===== src/rtl/mc_alu_pkg.sv =====
package mc_alu_pkg;
   typedef enum logic [1:0] {
      FN_AND  = 2'b00,
      FN_OR   = 2'b01,
      FN_NOTB = 2'b10,
      FN_ADD  = 2'b11
   } fn_e;

   localparam int ADDER_BEHAV  = 0;
   localparam int ADDER_RIPPLE = 1;
endpackage


===== src/rtl/mc_operand_gate.sv =====
module mc_operand_gate #(
   parameter int W = 32
) (
   input  logic [W-1:0] a_raw,
   input  logic [W-1:0] b_raw,
   input  logic         a_en,
   input  logic         b_en,
   input  logic         a_inv,
   output logic [W-1:0] a_g,
   output logic [W-1:0] b_g
);
   always_comb begin
      a_g = a_en ? a_raw : '0;
      if (a_inv) a_g = ~a_g;
      b_g = b_en ? b_raw : '0;
      // checks on the gated operands
      if (!b_en) assert_b_gated_R2: assert (b_g == '0);
      if (!a_en && a_inv) assert_minus_one_R3: assert (&a_g);
      if (!a_en && !a_inv) assert_a_gated_R2: assert (a_g == '0);
   end
endmodule


===== src/rtl/mc_alu_core.sv =====
module mc_alu_core
   import mc_alu_pkg::*;
#(
   parameter int W          = 32,
   parameter int ADDER_KIND = ADDER_BEHAV
) (
   input  logic [W-1:0] a_g,
   input  logic [W-1:0] b_g,
   input  logic [1:0]   fsel,
   input  logic         carry_in,
   output logic [W-1:0] res
);
   fn_e          fn;
   logic         cin_eff;
   logic [W-1:0] sum;

   assign fn      = fn_e'(fsel);
   assign cin_eff = (fn == FN_ADD) && carry_in;

   generate
      if (ADDER_KIND == ADDER_RIPPLE) begin : g_ripple
         logic [W-1:0] cy;
         assign cy[0] = cin_eff;
         for (genvar i = 0; i < W; i++) begin : g_bit
            assign sum[i] = a_g[i] ^ b_g[i] ^ cy[i];
            if (i < W-1) begin : g_carry
               assign cy[i+1] = (a_g[i] & b_g[i]) | (cy[i] & (a_g[i] ^ b_g[i]));
            end
         end
      end else if (ADDER_KIND == ADDER_BEHAV) begin : g_behav
         assign sum = a_g + b_g + {{(W-1){1'b0}}, cin_eff};
      end else begin : g_bad_kind
         $error("mc_alu_core: unknown ADDER_KIND");
      end
   endgenerate

   always_comb begin
      unique case (fn)
         FN_AND:  res = a_g & b_g;
         FN_OR:   res = a_g | b_g;
         FN_NOTB: res = ~b_g;
         default: res = sum;
      endcase
      // the logic codes stay within the bounds set by their operands
      if (fn == FN_AND) assert_and_subset_R1: assert ((res & ~a_g) == '0);
      if (fn == FN_OR)  assert_or_cover_R1: assert ((res & a_g) == a_g);
   end
endmodule


===== src/rtl/mc_shifter.sv =====
module mc_shifter #(
   parameter int W      = 32,
   parameter int LSHIFT = 8
) (
   input  logic [W-1:0] din,
   input  logic         shl_en,
   input  logic         sra_en,
   output logic [W-1:0] dout
);
   generate
      if (LSHIFT < 1 || LSHIFT > W-2) begin : g_bad_shift
         $error("mc_shifter: LSHIFT out of range");
      end
   endgenerate

   logic [W-1:0] stage_l;

   always_comb begin
      stage_l = shl_en ? {din[W-1-LSHIFT:0], {LSHIFT{1'b0}}} : din;
      dout    = sra_en ? {stage_l[W-1], stage_l[W-1:1]} : stage_l;
      if (shl_en && !sra_en) assert_zero_fill_R5: assert (dout[LSHIFT-1:0] == '0);
      if (sra_en && !shl_en) assert_sign_kept_R6: assert (dout[W-1] == din[W-1]);
      if (shl_en && sra_en)  assert_order_R7: assert (dout[W-1] == din[W-1-LSHIFT]);
   end
endmodule


===== src/rtl/mc_alu_shift.sv =====
module mc_alu_shift
   import mc_alu_pkg::*;
#(
   parameter int W          = 32,
   parameter int LSHIFT     = 8,
   parameter int ADDER_KIND = ADDER_RIPPLE
) (
   input  logic [W-1:0] a_i,
   input  logic [W-1:0] b_i,
   input  logic [1:0]   fsel,
   input  logic         a_en,
   input  logic         b_en,
   input  logic         a_inv,
   input  logic         carry_in,
   input  logic         shl_en,
   input  logic         sra_en,
   output logic [W-1:0] c_o,
   output logic         neg_o,
   output logic         zero_o
);
   localparam int MSB = W - 1;

   generate
      if (W < LSHIFT + 2) begin : g_bad_width
         $error("mc_alu_shift: W too small for LSHIFT");
      end
   endgenerate

   logic [W-1:0] a_g;
   logic [W-1:0] b_g;
   logic [W-1:0] alu_res;

   mc_operand_gate #(.W(W)) i_gate (
      .a_raw(a_i), .b_raw(b_i), .a_en(a_en), .b_en(b_en), .a_inv(a_inv),
      .a_g(a_g), .b_g(b_g)
   );

   mc_alu_core #(.W(W), .ADDER_KIND(ADDER_KIND)) i_core (
      .a_g(a_g), .b_g(b_g), .fsel(fsel), .carry_in(carry_in), .res(alu_res)
   );

   mc_shifter #(.W(W), .LSHIFT(LSHIFT)) i_shift (
      .din(alu_res), .shl_en(shl_en), .sra_en(sra_en), .dout(c_o)
   );

   always_comb begin
      neg_o  = alu_res[MSB];
      zero_o = (alu_res == '0);
      // flags come from the unshifted result, not the shifted one
      if (!shl_en && !sra_en) assert_flags_match_out_R9: assert (zero_o == (c_o == '0));
      if (!shl_en && !sra_en) assert_neg_match_out_R8: assert (neg_o == c_o[MSB]);
      if (zero_o) assert_zero_not_neg_R8: assert (!neg_o);
   end
endmodule


===== config.mk =====
export PLATFORM = sky130hd
export DESIGN_NAME = mc_alu_shift
export DESIGN_NICKNAME = d
export VERILOG_FILES = /design/src/rtl/mc_alu_pkg.sv /design/src/rtl/mc_operand_gate.sv /design/src/rtl/mc_alu_core.sv /design/src/rtl/mc_shifter.sv /design/src/rtl/mc_alu_shift.sv
export SDC_FILE = /design/constraint.sdc
export NUM_CORES = 1
export LEC_CHECK = 0
export BUFFER_PORTS_ARGS = -buffer_cell sky130_fd_sc_hd__buf_2
export CORE_MARGIN = 8
export CORE_UTILIZATION = 55
export DETAILED_ROUTE_END_ITERATION = 10
export PLACE_DENSITY = 0.92
export SYNTH_ARGS = -nofsm -noshare
export SYNTH_HDL_FRONTEND = slang
export SYNTH_SLANG_ARGS = --single-unit

===== constraint.sdc =====
create_clock -name vclk -period 47.7
set_input_delay 9.54 -clock vclk [all_inputs]
set_output_delay 9.54 -clock vclk [all_outputs]
set_load 0.03 [all_outputs]

==> results of run 1 <==
-- layout make-up --
| class | instances | area share [%] |
|---|---|---|
| Multi-Input combinational cell | 481 | 79.4 |
| Timing Repair Buffer | 110 | 11.5 |
| Tap cell | 102 | 2.63 |
| Inverter | 82 | 6.39 |
-- stage by stage --
stage	power, mW	cells	area (um2)	util [%]
after CTS	0.0764	775	4860	62.8
final	0.0774	775	4860	62.8
after floorplan	0.0544	604	4380	-
after global routing	0.0842	775	4860	62.8
after detailed placement	0.0759	775	4860	62.8
after global placement	0.0740	775	4860	62.8
-- cell families (layout without fill, tap and decap cells) --
group	after synthesis	in the layout	synth area share, %
adders and majority gates	95	95	32.5
muxes	35	35	10.8
AOI/OAI and AO/OA	130	130	19.1
xor gates and xnor gates	33	33	6.61
buffers and inverters	123	192	11.8
and+or+nand+nor	188	188	19.2
-- worst max-delay path, delay by kind of cell --
kind / cells / cell delay, ns
adders and majority gates: 31 / 12.24
muxes: 3 / 1.08
buffers and inverters: 5 / 0.87
xor gates and xnor gates: 2 / 0.47
and+or+nand+nor: 1 / 0.13
-- worst max path at each step --
stage	end	slack, ns	depth (start not counted)
after floorplan	c_o[30]	14.32	43
after global placement	c_o[30]	14.20	42
after detailed placement	c_o[30]	13.84	42
after CTS	c_o[30]	13.79	42
after global routing	zero_o	13.22	43
final	c_o[30]	13.82	42
-- cell usage in the layout (no fill, tap or decap), drive strengths merged, types with 5 or more instances in the layout --
master / instances
a22oi: 5
nand2: 94
nor2: 45
o211ai: 5
mux4: 9
xnor2: 33
ha: 64
mux2: 7
inv: 82
a211oi: 7
nor3: 6
fa: 31
nor2b: 9
a21oi: 39
buf: 110
o21ai: 33
nand3: 7
o32ai: 6
mux2i: 19
nand2b: 7
-- metal layers --
metal,part of all wire [%],vias to the layer above
met5,0,-
met4,3.1,0
met3,9.8,33
met2,47,267
met1,40,2151
li1,-,2137
-- where the power goes --
group          switching, mW  total [mW]  internal, mW  leakage [nW]
Sequential                 0           0             0             0
Clock                      0           0             0             0
Combinational         0.0488      0.0774        0.0286          2.53
==> flow_metrics.tcl, run 1 <==
set metrics [dict create \
    coreArea_mm2 0.00773 \
    grt_pass1_vias 4596 \
    powerDensity_mw_per_mm2 15.9 \
    numPortBuffers 106 \
    min_from "b_i[11]" \
    fin_crit_ns 33.88 \
    drive_gt1_share_pct 19.3 \
    syn_area_mm2 0.00438 \
    grt_setup_unrepaired "false" \
    totalWireLength_mm 14.5 \
    nNetsFinal 842 \
    fillerInstances 709 \
    grt_pass1_wl_mm 22.9 \
    slew_headroom_pct 44.6 \
    multi_input_area_mm2 0.00386 \
    grt_busiest_layer "met2" \
    grt_overflow 0 \
    synth_warnings 0 \
    cts_resized 0 \
    die_h_um 105 \
    antenna_found_initial 0 \
    syn_inst 604 \
    start_util_pct 56.6 \
    grt_use_met3_pct 3.93 \
    finalHoldViolCount 0 \
    cellLeakagePower_nw 2.53 \
    netlist.area_leader.share_pct 18.3 \
    fin_crit_sh_pct 71.0 \
    ys_types 59 \
    required_ns 38.16 \
    worstHoldEndpoint "zero_o" \
    clkbuf_count 0 \
    cp-end-kind "output pin" \
    fin_tns_setup_ns 0 \
    max_stage_delay_ns 0.53 \
    syn_avg_cell_area_um2 7.24 \
    grt_util_met1_pct 31.3 \
    path_class "in -> out" \
    drc 0 \
    area_delta_synth_final_pct 11.0 \
    dpl.hpwl_mm 12.0 \
    grt_max_degree 75 \
    seq_area_um2 0 \
    antenna_cells 0 \
    cpMaxStageDelayCell "mux4_2" \
    setup_slack_ns 13.82 \
    first_pass_iters 7 \
    grtUsageMet2_pct 42.7 \
    whs_ns 19.80 \
    hold_class "in -> out" \
    cts_setup_buffers 0 \
    io_pins 106 \
    cts-hold-fix-buffers 0 \
    die-area_mm2 0.0111 \
    finalMaxSlewViolations 0 \
    synthTopCellsByArea "ha_1 18%, fa_1 14%, nand2_1 8.1%" \
    vias 4588 \
    finalSetupViolations 0 \
    cp_max_fo 32 \
    grt_use_total_pct 24.9 \
    drtIter0Drc 437 \
    place_congestion 0.997 \
    hold_depth 7 \
    synth_seq_area_share_pct 0 \
    seq_cells 0 \
    synth_nets 771 \
    antenna_left 0 \
    peakVddDrop_mv 0.00721 \
    synth.top_cells.by_count "94 x nand2_1, 81 x inv_1, 64 x ha_1" \
    synth_top_area_cell "ha_1" \
    fmax_mhz 29.5 \
    worst_ep_arrival_time_ns 24.34 \
    worstMarginPinSlew_ns 0.831 \
    yosysMostFrequentCell "nand2_1" \
    viasPerCell 5.92 \
    outcome "complete, no violations" \
    preCtsSetupSlack_ns 13.84 \
    max_cap_violations 0 \
    wl_per_cell_um 18.7 \
    die_x_um 105 \
    cp-startpoint "a_en" \
    start_kind "input pin" \
    num_rows 32 \
    cpMostUsedCell "fa_1" \
]
(Power assumes the default switching activity.)
==> run 2, diff against run 1 <==
--- a/config.mk
+++ b/config.mk
@@ -5,9 +5,10 @@
 export SDC_FILE = /design/constraint.sdc
 export NUM_CORES = 1
 export LEC_CHECK = 0
+export ABC_AREA = 1
 export BUFFER_PORTS_ARGS = -buffer_cell sky130_fd_sc_hd__buf_2
 export CORE_MARGIN = 8
-export CORE_UTILIZATION = 55
+export CORE_UTILIZATION = 52
 export DETAILED_ROUTE_END_ITERATION = 10
 export PLACE_DENSITY = 0.92
 export SYNTH_ARGS = -nofsm -noshare
==> constraint.sdc (replaced) <==
create_clock -name vclk -period 28.3
set_input_delay 5.66 -clock vclk [all_inputs]
set_output_delay 5.66 -clock vclk [all_outputs]
set_load 0.03 [all_outputs]
==> run 2 against run 1 <==
Effect of this change: design area down 4.7%; routed wire length down 23%; combinational power up 34%; non-clock buffer count down 3; final cell count up 10%; worst setup slack worse by 11 ns; via count down 7.7%; global-route usage down 5.5 points; sequential cell count unchanged; sequential share of layout area unchanged; total power up 35%; critical path type unchanged.
==> flow_metrics.tcl, run 2 <==
set metrics [dict create \
    outcome "complete, no violations" \
    whs_ns 11.92 \
    place_congestion 0.894 \
    grt_use_total_pct 19.4 \
    die-area_mm2 0.0111 \
    die_x_um 106 \
    synth_seq_area_share_pct 0 \
    fmax_mhz 39.0 \
    synth_nets 848 \
    p_seq_share_pct 0 \
    totalWireLength_mm 11.2 \
    area_delta_synth_final_pct 11.0 \
    fin_crit_sh_pct 90.5 \
    antenna_left 0 \
    cts-hold-fix-buffers 0 \
    clkPwrFrac_pct 0 \
    antenna_found_initial 0 \
    finalMaxSlewViolations 0 \
    cpMostUsedCell "fa_1" \
    vias 4237 \
    start_util_pct 53.7 \
    die_h_um 106 \
    cp_max_fo 26 \
    coreArea_mm2 0.00777 \
    fin_crit_ns 25.61 \
    cts_resized 0 \
    syn_area_mm2 0.00417 \
    cts_setup_buffers 0 \
    netlist.area_leader.share_pct 21.3 \
    drc 0 \
    drtIter0Drc 204 \
    grt_max_degree 33 \
    synth_warnings 0 \
    max_stage_delay_ns 0.51 \
    viasPerCell 4.96 \
    ys_types 31 \
    finalSetupViolations 0 \
    first_pass_iters 5 \
    yosysMostFrequentCell "nand2_1" \
    fillerInstances 756 \
    internal_power_mw 0.0342 \
    start_kind "input pin" \
    grt_pass1_vias 4084 \
    grt_overflow 0 \
    slew_headroom_pct 46.3 \
    powerDensity_mw_per_mm2 22.5 \
    hold_depth 4 \
    cellLeakagePower_nw 2.78 \
    grt_pass1_wl_mm 18.7 \
    switchingPower_mw 0.0701 \
    switching_share_pct 67.2 \
    critical_path.top_delay_family "adder cells" \
    num_rows 32 \
    syn_avg_cell_area_um2 6.12 \
    path_class "in -> out" \
    synthTopCellsByArea "nand2_1 21%, ha_1 19%, fa_1 15%" \
    seq_cells 0 \
    drive_gt1_share_pct 15.7 \
    worstMarginPinSlew_ns 0.804 \
    seq_area_um2 0 \
    synth.top_cells.by_count "237 x nand2_1, 120 x inv_1, 64 x ha_1" \
    worst_ep_arrival_time_ns 19.95 \
    antenna_cells 0 \
    numPortBuffers 106 \
    min_from "sra_en" \
    finalHoldViolCount 0 \
    worstHoldEndpoint "c_o[11]" \
    io_pins 106 \
    fin_tns_setup_ns 0 \
    layout_commonest_cell "nand2_1" \
    dpl.hpwl_mm 9.18 \
    power_frac_comb_pct 100.0 \
    cpMaxStageDelayCell "fa_1" \
    peakVddDrop_mv 0.0113 \
    wl_per_cell_um 13.1 \
    cp-end-kind "output pin" \
    required_ns 22.64 \
    nNetsFinal 922 \
    max_cap_violations 0 \
    grt_setup_unrepaired "false" \
    most-common-layout-cells "237 x nand2_1, 120 x inv_1, 106 x buf_2, 64 x ha_1, 32 x xor2_1" \
    synth_top_area_cell "nand2_1" \
    syn_inst 681 \
    hold_class "in -> out" \
    clkbuf_count 0 \
    path_buf_inv 7 \
]
## run 2: cell type report
| cell class | count | area, um2 | area share (%) |
|---|---|---|---|
| Tap cell | 102 | 128 | 2.76 |
| Timing Repair Buffer | 107 | 538 | 11.6 |
| Inverter | 125 | 472 | 10.2 |
| Multi-Input combinational cell | 521 | 3490 | 75.4 |
## run 2: how the worst max path moves through the flow
| stage | to | slack (ns) | startpoint | depth (start not counted) |
|---|---|---|---|---|
| 2_1_floorplan | c_o[30] | 3.49 | a_inv | 48 |
| 4_1_cts | zero_o | 2.71 | fsel[0] | 49 |
| 3_5_place_dp | zero_o | 2.73 | fsel[0] | 49 |
| 5_1_grt | zero_o | 1.83 | fsel[0] | 49 |
| 3_3_place_gp | zero_o | 3.01 | fsel[0] | 49 |
| 6_report | zero_o | 2.69 | fsel[0] | 49 |
## run 2: cell families (layout without fill, tap and decap cells)
family | Yosys count | after routing | share of synthesized area, %
and+or+nand+nor | 342 | 342 | 35.6
buffers and inverters | 160 | 232 | 16.3
muxes | 7 | 7 | 1.68
adders and majority gates | 95 | 95 | 34.1
xor gates and xnor gates | 32 | 32 | 6.72
AOI/OAI and AO/OA | 45 | 45 | 5.64
## run 2: metal layers
| metal | vias up | global-route usage (%) | share of wire [%] |
|---|---|---|---|
| met4 | 0 | 2.91 | 1.0 |
| met5 | - | 0 | 0 |
| met2 | 150 | 33.0 | 46 |
| met1 | 1895 | 25.3 | 45 |
| li1 | 2178 | - | - |
| met3 | 14 | 3.84 | 8.5 |
## run 2: power groups by stage
stage / Sequential (mW) / Clock [mW] / Combinational [mW]
global placement: 0 / 0 / 0.100
CTS: 0 / 0 / 0.104
global route: 0 / 0 / 0.119
floorplan: 0 / 0 / 0.0770
detailed placement: 0 / 0 / 0.104
finish: 0 / 0 / 0.104
## run 2: metrics by stage
stage               setup slack [ns]  power [mW]  std cells  area, um2  util [%]
detailed placement              2.73       0.104        855       4630      59.6
floorplan                       3.49      0.0770        681       4170         -
global route                    1.83       0.119        855       4630      59.6
finish                          2.69       0.104        855       4630      59.6
CTS                             2.71       0.104        855       4630      59.6
global placement                3.01       0.100        855       4630      59.6
